$ cat src/rtl/fifo_mark_rewind_pkg.sv
package fifo_mark_rewind_pkg;

    // Read sequencer states
    typedef enum logic [0:0] {
        RD_RUN    = 1'b0,   // normal streaming
        RD_RELOAD = 1'b1    // one settling cycle after a rewind
    } rd_state_e;

endpackage

$ cat src/rtl/fifo_wr_side.sv
module fifo_wr_side #(
    parameter int ADDR_W = 4,
    localparam int PTR_W = ADDR_W + 1
) (
    input  logic             clk,
    input  logic             mrst_n,
    input  logic             prst_n,
    input  logic             wr_en,
    input  logic [PTR_W-1:0] base_ptr,   // oldest location that must be kept
    output logic [PTR_W-1:0] wptr,
    output logic             full,
    output logic             wr_ok
);

    logic [PTR_W-1:0] occupancy;

    // The pointers never drift more than DEPTH apart, so the top bit of the
    // difference is set exactly when the queue holds DEPTH entries.
    always_comb begin
        occupancy = wptr - base_ptr;
        full      = occupancy[ADDR_W];
        wr_ok     = wr_en && !full;
    end

    always_ff @(posedge clk or negedge mrst_n) begin
        if (!mrst_n) begin
            wptr <= '0;
        end else if (!prst_n) begin
            wptr <= '0;
        end else if (wr_ok) begin
            wptr <= wptr + 1'b1;
        end
    end

endmodule

$ cat src/rtl/fifo_mark_store.sv
module fifo_mark_store #(
    parameter int ADDR_W = 4,
    localparam int PTR_W = ADDR_W + 1
) (
    input  logic             clk,
    input  logic             mrst_n,
    input  logic             prst_n,
    input  logic             mark,
    input  logic [PTR_W-1:0] rptr,
    output logic [PTR_W-1:0] mark_ptr,
    output logic             mark_vld
);

    always_ff @(posedge clk or negedge mrst_n) begin
        if (!mrst_n) begin
            mark_ptr <= '0;
            mark_vld <= 1'b0;
        end else if (!prst_n) begin
            mark_ptr <= '0;
            mark_vld <= 1'b0;
        end else if (mark) begin
            // the address being read in this cycle, before any advance
            mark_ptr <= rptr;
            mark_vld <= 1'b1;
        end
    end

endmodule

$ cat src/rtl/fifo_rd_seq.sv
module fifo_rd_seq
    import fifo_mark_rewind_pkg::*;
#(
    parameter int ADDR_W = 4,
    localparam int PTR_W = ADDR_W + 1
) (
    input  logic             clk,
    input  logic             mrst_n,
    input  logic             prst_n,
    input  logic             rd_en,
    input  logic             rt_n,
    input  logic             mark_vld,
    input  logic [PTR_W-1:0] mark_ptr,
    input  logic [PTR_W-1:0] wptr,
    output logic [PTR_W-1:0] rptr,
    output logic             empty,
    output logic             rd_ok
);

    rd_state_e state_q;
    rd_state_e state_d;
    logic      rewind;
    logic      ptr_equal;

    always_comb begin
        rewind    = !rt_n && mark_vld;
        ptr_equal = (rptr == wptr);
    end

    // Next-state logic
    always_comb begin
        state_d = state_q;
        unique case (state_q)
            RD_RUN:    state_d = rewind ? RD_RELOAD : RD_RUN;
            RD_RELOAD: state_d = rewind ? RD_RELOAD : RD_RUN;
            default:   state_d = RD_RUN;
        endcase
    end

    // State register
    always_ff @(posedge clk or negedge mrst_n) begin
        if (!mrst_n) begin
            state_q <= RD_RUN;
        end else if (!prst_n) begin
            state_q <= RD_RUN;
        end else begin
            state_q <= state_d;
        end
    end

    // Outputs
    always_comb begin
        empty = 1'b1;
        rd_ok = 1'b0;
        unique case (state_q)
            RD_RUN: begin
                empty = ptr_equal;
                rd_ok = rd_en && !ptr_equal && !rewind;
            end
            RD_RELOAD: begin
                empty = 1'b1;
                rd_ok = 1'b0;
            end
            default: begin
                empty = 1'b1;
                rd_ok = 1'b0;
            end
        endcase
    end

    // Read pointer: a rewind wins over a read in the same cycle
    always_ff @(posedge clk or negedge mrst_n) begin
        if (!mrst_n) begin
            rptr <= '0;
        end else if (!prst_n) begin
            rptr <= '0;
        end else if (rewind) begin
            rptr <= mark_ptr;
        end else if (rd_ok) begin
            rptr <= rptr + 1'b1;
        end
    end

endmodule

$ cat src/rtl/fifo_mark_rewind.sv
module fifo_mark_rewind #(
    parameter int ADDR_W = 4
) (
    input  logic              clk,
    input  logic              mrst_n,
    input  logic              prst_n,
    input  logic              wr_en,
    input  logic              rd_en,
    input  logic              mark,
    input  logic              rt_n,
    output logic [ADDR_W-1:0] wr_addr,
    output logic [ADDR_W-1:0] rd_addr,
    output logic              wr_ok,
    output logic              rd_ok,
    output logic              empty,
    output logic              full
);

    localparam int PTR_W = ADDR_W + 1;

    logic [PTR_W-1:0]  wptr;
    logic [PTR_W-1:0]  rptr;
    logic [PTR_W-1:0]  mark_ptr;
    logic [PTR_W-1:0]  base_ptr;
    logic              mark_vld;
    logic [ADDR_W-1:0] mark_addr;

    // With a bookmark held, the writer must stop short of it
    always_comb begin
        base_ptr  = mark_vld ? mark_ptr : rptr;
        mark_addr = mark_ptr[ADDR_W-1:0];
        wr_addr   = wptr[ADDR_W-1:0];
        rd_addr   = rptr[ADDR_W-1:0];
    end

    fifo_wr_side #(.ADDR_W(ADDR_W)) u_wr (
        .clk      (clk),
        .mrst_n   (mrst_n),
        .prst_n   (prst_n),
        .wr_en    (wr_en),
        .base_ptr (base_ptr),
        .wptr     (wptr),
        .full     (full),
        .wr_ok    (wr_ok)
    );

    fifo_mark_store #(.ADDR_W(ADDR_W)) u_mark (
        .clk      (clk),
        .mrst_n   (mrst_n),
        .prst_n   (prst_n),
        .mark     (mark),
        .rptr     (rptr),
        .mark_ptr (mark_ptr),
        .mark_vld (mark_vld)
    );

    fifo_rd_seq #(.ADDR_W(ADDR_W)) u_rd (
        .clk      (clk),
        .mrst_n   (mrst_n),
        .prst_n   (prst_n),
        .rd_en    (rd_en),
        .rt_n     (rt_n),
        .mark_vld (mark_vld),
        .mark_ptr (mark_ptr),
        .wptr     (wptr),
        .rptr     (rptr),
        .empty    (empty),
        .rd_ok    (rd_ok)
    );

endmodule

$ cat config.mk
export PLATFORM = sky130hd
export DESIGN_NAME = fifo_mark_rewind
export DESIGN_NICKNAME = d
export VERILOG_FILES = /design/src/rtl/fifo_mark_rewind_pkg.sv /design/src/rtl/fifo_wr_side.sv /design/src/rtl/fifo_mark_store.sv /design/src/rtl/fifo_rd_seq.sv /design/src/rtl/fifo_mark_rewind.sv
export SDC_FILE = /design/constraint.sdc
export NUM_CORES = 1
export LEC_CHECK = 0
export BUFFER_PORTS_ARGS = -buffer_cell sky130_fd_sc_hd__buf_2
export CAP_MARGIN = 20
export CORE_UTILIZATION = 62
export CTS_BUF_LIST = sky130_fd_sc_hd__clkbuf_4
export DETAILED_ROUTE_END_ITERATION = 6
export PLACE_DENSITY = 0.84
export REMOVE_ABC_BUFFERS = 1
export SETUP_SLACK_MARGIN = 0.1
export SYNTH_ARGS = -nofsm -noshare
export SYNTH_HDL_FRONTEND = slang
export SYNTH_SLANG_ARGS = --single-unit
export TNS_END_PERCENT = 20
$ cat constraint.sdc
create_clock -name clk -period 4.6 [get_ports clk]
set_input_delay 0.92 -clock clk [delete_from_list [all_inputs] [get_ports clk]]
set_output_delay 0.92 -clock clk [all_outputs]
set_load 0.05 [all_outputs]
==> results.json, run 1 <==
{
  "status": "finished clean",
  "tightest_slew_ns": 0.371,
  "n_antenna_cell": 0,
  "ys_ff_latch": 17,
  "drv_slew": 0,
  "detailed_place_hpwl_microns": 1520,
  "multi_input_area_sq_um": 618,
  "viasPerCell": 5.47,
  "fin_skew_ns": 0.00397,
  "cts_buffers": 3,
  "leakagePower_nw": 0.605,
  "cp_max_fo": 7,
  "io_pins": 19,
  "final_layout_size_suffix_gt1_frac": 0.197,
  "start_util": 0.659,
  "fill_cells": 146,
  "yosysSeqAreaShare": 0.374,
  "clk_path_buf_depth": 2,
  "stdcell_area_sq_um": 1200,
  "seqPwrFrac": 0.387,
  "wl_microns": 2040,
  "ant_nets": 0,
  "power_frac_comb": 0.429,
  "crit_path_max_incr_delay_ns": 0.56,
  "cts_max_level": 1,
  "end_kind": "output pin",
  "hold_buffers": 0,
  "slowest_stage": "or4b_4",
  "synth.distinct_cells": 27,
  "cp.arrival_ns": 2.61,
  "synth_area_leaders": "dfrtp_1 (37%), mux2i_1 (13%), ha_1 (5.5%), xnor2_1 (5.4%), buf_4 (5.3%)",
  "cp_cell_sequence": "mux2i_1 -> ha_1 -> o211ai_1 -> a21oi_2 -> or4b_4 -> nand2_1 -> buf_2",
  "grt_overflow": 0,
  "ys.flop_type": "dfrtp_1",
  "root_buffer": "clkbuf_4",
  "yosysTopAreaCell": "dfrtp_1",
  "post_cts_buffers": 0,
  "cts.sinks": 17,
  "p_int_uw": 262,
  "die_y_microns": 44.8,
  "syn-cell-area_sq_um": 1140,
  "insertion_delay_ns": 0.29,
  "final_util": 0.696,
  "maxCapViolCount": 0,
  "drc": 0,
  "dieArea_sq_um": 2010,
  "fp.dieW_microns": 44.8,
  "peakVddDrop_uv": 221,
  "critPathKind": "flop to output pin",
  "cts.reportedPaths.clkPinSlew_ns": 0.10,
  "synth.avg_cell_area_sq_um": 9.64,
  "fin_nets": 140,
  "grt_usage": 0.242,
  "drtIter0Drc": 29,
  "vias": 832,
  "power_density_nw_per_um2": 391,
  "rsz0062_at_grt": "no",
  "setup_viol": 0,
  "portBuffers": 18,
  "p_sw_uw": 208,
  "drtPass1Iterations": 6,
  "gp_congestion": 0.862,
  "synth_cells": 118,
  "finalCritPeriodShare": 0.768,
  "async_flop_share": 1.00,
  "finalHoldViolations": 0,
  "grt_pass1_wl_microns": 3440,
  "required_ns": 3.68,
  "grt_start_max_net_pins": 18,
  "routedWlPerCell_microns": 13.4,
  "hp-class": "input port to async pin",
  "min_period_ns": 3.53,
  "cts_tree": "yes",
  "placedInstanceArea_sq_um": 1170,
  "power.share.clock": 0.184,
  "total_power_uw": 470,
  "holdWs_ns": 0.526,
  "grt_antenna_before_repair": 0,
  "cts_resized": 0,
  "cp-start-kind": "flop",
  "max_slew_margin": 0.753,
  "rows": 15,
  "p_sw_frac": 0.442,
  "syn2layout_area_growth_pct": 5.72,
  "fmax_mhz": 283,
  "synth_edf_count": 0,
  "grt_pass1_vias": 777,
  "fin_tns_setup_ns": 0,
  "core_sq_um": 1730,
  "synth_top_area_frac": 0.374,
  "seq_area_sq_um": 425,
  "synth_warnings": 0
}
[path summary, 6_finish.rpt]
check                           slack, ns  cells after the start                              to                            from
worst max register to register       2.24                      7        u_wr.wptr[2]$_DFFE_PN0P_     u_mark.mark_vld$_DFFE_PN0P_
max in group asynchronous            3.81                      1        u_wr.wptr[1]$_DFFE_PN0P_                          mrst_n
worst max-delay path                 1.07                      7                           wr_ok     u_mark.mark_vld$_DFFE_PN0P_
worst min-delay path                 0.53                      1        u_rd.rptr[3]$_DFFE_PN0P_                          mrst_n
worst min register to register       0.57                      2  u_mark.mark_ptr[4]$_DFFE_PN0P_  u_mark.mark_ptr[4]$_DFFE_PN0P_
min in group clk                     0.57                      2  u_mark.mark_ptr[4]$_DFFE_PN0P_  u_mark.mark_ptr[4]$_DFFE_PN0P_
[placed cells by master, fill, tap and decap left out, types with 2 or more instances in the layout]
cell type  Yosys  layout
a21oi_1        4       4
o211ai_1       2       2
clkbuf_4       0       4
inv_1          2       2
nand2_1        8       8
mux2i_1       15      15
ha_1           5       5
nand4_1        2       2
buf_2          0      18
o21ai_0        7       7
nand2b_1       4       4
xor2_1         4       4
nand3_1        3       3
nor2_1        13      13
a21o_1         3       3
dfrtp_1       17      17
xnor2_1        7       7
[power groups by stage]
stage / logic (mW) / clock network, mW / registers [mW]
final: 0.202 / 0.0864 / 0.182
after global routing: 0.215 / 0.0943 / 0.185
after CTS: 0.202 / 0.0891 / 0.182
after detailed placement: 0.201 / 0 / 0.185
after global placement: 0.196 / 0 / 0.184
after floorplan: 0.130 / 0 / 0.210
[critical path, delay by kind of cell (launching register included)]
family	cells	cell delay, ns
buffers and inverters	1	0.28
AO/OA/AOI/OAI	2	0.26
multiplexers	1	0.27
adder cells (fa/ha/maj)	1	0.26
flip-flops	1	0.54
AND/OR/NAND/NOR	2	0.71
[per-stage QoR]
stage,setup slack (ns),std cells
floorplan,1.34,105
global placement,1.51,148
detailed placement,1.43,148
CTS,1.09,152
global route,0.988,152
finish,1.07,152
[registers in the layout (all words and copies together), names as in the netlist]
signal,count
u_rd.state_q,1
u_mark.mark_ptr,5
u_rd.rptr,5
u_wr.wptr,5
u_mark.mark_vld,1
[Yosys cell counts (3+ instances only)]
| master | number |
|---|---|
| nand2_1 | 8 |
| o21ai_0 | 7 |
| a21oi_1 | 4 |
| xor2_1 | 4 |
| nand2b_1 | 4 |
| xnor2_1 | 7 |
| buf_4 | 8 |
| nand3_1 | 3 |
| nor2_1 | 13 |
| ha_1 | 5 |
| a21o_1 | 3 |
| mux2i_1 | 15 |
| dfrtp_1 | 17 |
| clkbuf_1 | 4 |
[metal layers]
layer / wire [microns] / vias up / GRT usage
li1: - / 416 / -
met1: 913 / 389 / 0.308
met2: 1020 / 25 / 0.394
met3: 87 / 2 / 0.0520
met4: 20 / 0 / 0.109
met5: 0 / - / 0
[area by class of cell]
type / instances / share of cell area
Clock buffer: 4 / 0.0250
Inverter: 2 / 0.00624
Sequential cell: 17 / 0.354
Timing Repair Buffer: 18 / 0.0749
Multi-Input combinational cell: 86 / 0.514
Tap cell: 25 / 0.0260
[kinds of logic after synthesis]
kind of cell / share of synthesized area
and+or+nand+nor: 0.140
adders and majority gates: 0.0550
muxes: 0.145
DFF: 0.374
AOI/OAI and AO/OA: 0.119
buffers and inverters: 0.0825
xor gates and xnor gates: 0.0847
No activity file was read; power rests on OpenSTA's default activity.
==> inputs of run 2 (changes only) <==
Settings changed: CORE_UTILIZATION 62 to 57, PLACE_DENSITY 0.84 to 0.78.
Clock period 4.6 ns to 3.25 ns, I/O delays scaled along.
==> run 2 against run 1 <==
  * Clock skew barely moved
  * Clock power rose by 42%
  * Power rose by 42%
  * Register-to-register slack got worse by 1.2 ns
  * Non-clock buffer count rose by 1
  * Setup slack got worse by 0.84 ns
  * Cell count rose by 0.66%
  * Highest routed layer unchanged
==> results.json, run 2 (synthesis results as in run 1) <==
{
  "status": "finished clean",
  "finalHoldViolations": 0,
  "cts_tree": "yes",
  "cts.sinks": 17,
  "io_pins": 19,
  "crit_path_max_incr_delay_ns": 0.56,
  "fill_cells": 160,
  "n_antenna_cell": 0,
  "final_util": 0.676,
  "clk_path_buf_depth": 2,
  "grt_pass1_vias": 738,
  "power_frac_comb": 0.431,
  "p_sw_uw": 292,
  "portBuffers": 18,
  "detailed_place_hpwl_microns": 1480,
  "end_kind": "output pin",
  "leakagePower_nw": 0.610,
  "cts.reportedPaths.clkPinSlew_ns": 0.10,
  "grt_usage": 0.222,
  "slowest_stage": "or4b_4",
  "fin_nets": 141,
  "drv_slew": 0,
  "grt_overflow": 0,
  "fin_tns_setup_ns": 0,
  "grt_antenna_before_repair": 0,
  "die_y_microns": 46.7,
  "seqPwrFrac": 0.385,
  "wl_microns": 1940,
  "vias": 837,
  "peakVddDrop_uv": 406,
  "stdcell_area_sq_um": 1220,
  "rsz0062_at_grt": "no",
  "tightest_slew_ns": 0.368,
  "drtIter0Drc": 12,
  "p_sw_frac": 0.437,
  "gp_congestion": 0.841,
  "max_slew_margin": 0.755,
  "cp_max_fo": 7,
  "rows": 15,
  "power_density_nw_per_um2": 549,
  "viasPerCell": 5.47,
  "grt_start_max_net_pins": 18,
  "drc": 0,
  "root_buffer": "clkbuf_4",
  "ant_nets": 0,
  "p_int_uw": 376,
  "start_util": 0.631,
  "required_ns": 2.60,
  "fin_skew_ns": 0.00393,
  "layout_commonest_cell": "buf_2",
  "final_layout_size_suffix_gt1_frac": 0.211,
  "hp-class": "input port to async pin",
  "cp_cell_sequence": "mux2i_1 -> ha_1 -> o211ai_1 -> a21oi_2 -> or4b_4 -> nand2_1 -> buf_6",
  "setup_viol": 0,
  "cp-start-kind": "flop",
  "power.share.clock": 0.184,
  "finalCritPeriodShare": 0.928,
  "placedInstanceArea_sq_um": 1170,
  "cts_buffers": 3,
  "critPathKind": "flop to output pin",
  "routedWlPerCell_microns": 12.7,
  "core_sq_um": 1800,
  "cp.arrival_ns": 2.37,
  "insertion_delay_ns": 0.29,
  "dieArea_sq_um": 2180,
  "min_period_ns": 3.02,
  "fmax_mhz": 331,
  "fp.dieW_microns": 46.7,
  "grt_pass1_wl_microns": 3280,
  "final_cell_mix": "buf_2 (17), dfrtp_1 (16), mux2i_1 (15)",
  "cts_max_level": 1,
  "syn2layout_area_growth_pct": 7.04,
  "drtPass1Iterations": 4,
  "maxCapViolCount": 0,
  "reg_top3": "u_mark.mark_ptr: 5 flops, u_rd.rptr: 5 flops, u_wr.wptr: 5 flops"
}
run 2: cell types whose count changed in the layout (fill, tap and decap cells not counted), sizes merged:
cell / delta
buf: +1
run 2: worst paths after layout:
path | from | endpoint | slack, ns | depth (start not counted)
setup reg to reg | u_mark.mark_vld$_DFFE_PN0P_ | u_wr.wptr[2]$_DFFE_PN0P_ | 1.06 | 7
max in group asynchronous | mrst_n | u_mark.mark_vld$_DFFE_PN0P_ | 2.71 | 1
setup / recovery | u_mark.mark_vld$_DFFE_PN0P_ | wr_ok | 0.23 | 7
min in group clk | u_mark.mark_ptr[4]$_DFFE_PN0P_ | u_mark.mark_ptr[4]$_DFFE_PN0P_ | 0.56 | 2
hold reg to reg | u_mark.mark_ptr[4]$_DFFE_PN0P_ | u_mark.mark_ptr[4]$_DFFE_PN0P_ | 0.56 | 2
hold / removal | mrst_n | u_mark.mark_vld$_DFFE_PN0P_ | 0.25 | 1
run 2: layout make-up:
cell class / instances / area [sq um] / area share
Clock buffer: 4 / 30.0 / 0.0247
Inverter: 2 / 7.51 / 0.00617
Multi-Input combinational cell: 86 / 618 / 0.508
Sequential cell: 17 / 427 / 0.350
Tap cell: 25 / 31.3 / 0.0257
Timing Repair Buffer: 19 / 104 / 0.0853
run 2: repair_timing:
| action | 4_1_cts | 5_1_grt |
|---|---|---|
| resized for setup | 1 | 3 |
| gates cloned | 0 | 0 |
| setup buffers | 0 | 1 |
| hold buffers | 0 | 0 |
| setup endpoints to repair | 1 | 1 |
run 2: stage by stage:
step           setup slack, ns  instances  hold WS (ns)  power, mW
5_1_grt                 0.0995        153         0.277      0.705
4_1_cts                  0.129        152         0.261      0.667
3_5_place_dp             0.391        148         0.546      0.544
2_1_floorplan            0.262        105         0.354      0.481
3_3_place_gp             0.419        148         0.538      0.539
6_report                 0.233        153         0.254      0.668
run 2: power by group through the flow:
stage / clock network, mW / registers, mW / logic (mW)
after floorplan: 0 / 0.297 / 0.184
after global placement: 0 / 0.261 / 0.278
after detailed placement: 0 / 0.262 / 0.282
after CTS: 0.126 / 0.258 / 0.283
after global routing: 0.133 / 0.262 / 0.310
final: 0.123 / 0.257 / 0.288
run 2: per-layer routing:
layer / global-route usage / wire length (microns)
met1: 0.293 / 934
met2: 0.353 / 912
met3: 0.0353 / 51
met4: 0.103 / 44
met5: 0 / 0
run 2: critical path, delay by kind of cell (launching register included):
kind	cells	cell delay, ns
and+or+nand+nor	2	0.73
muxes	1	0.20
AOI/OAI and AO/OA	2	0.26
buffers and inverters	1	0.18
DFF	1	0.46
adders and majority gates	1	0.24
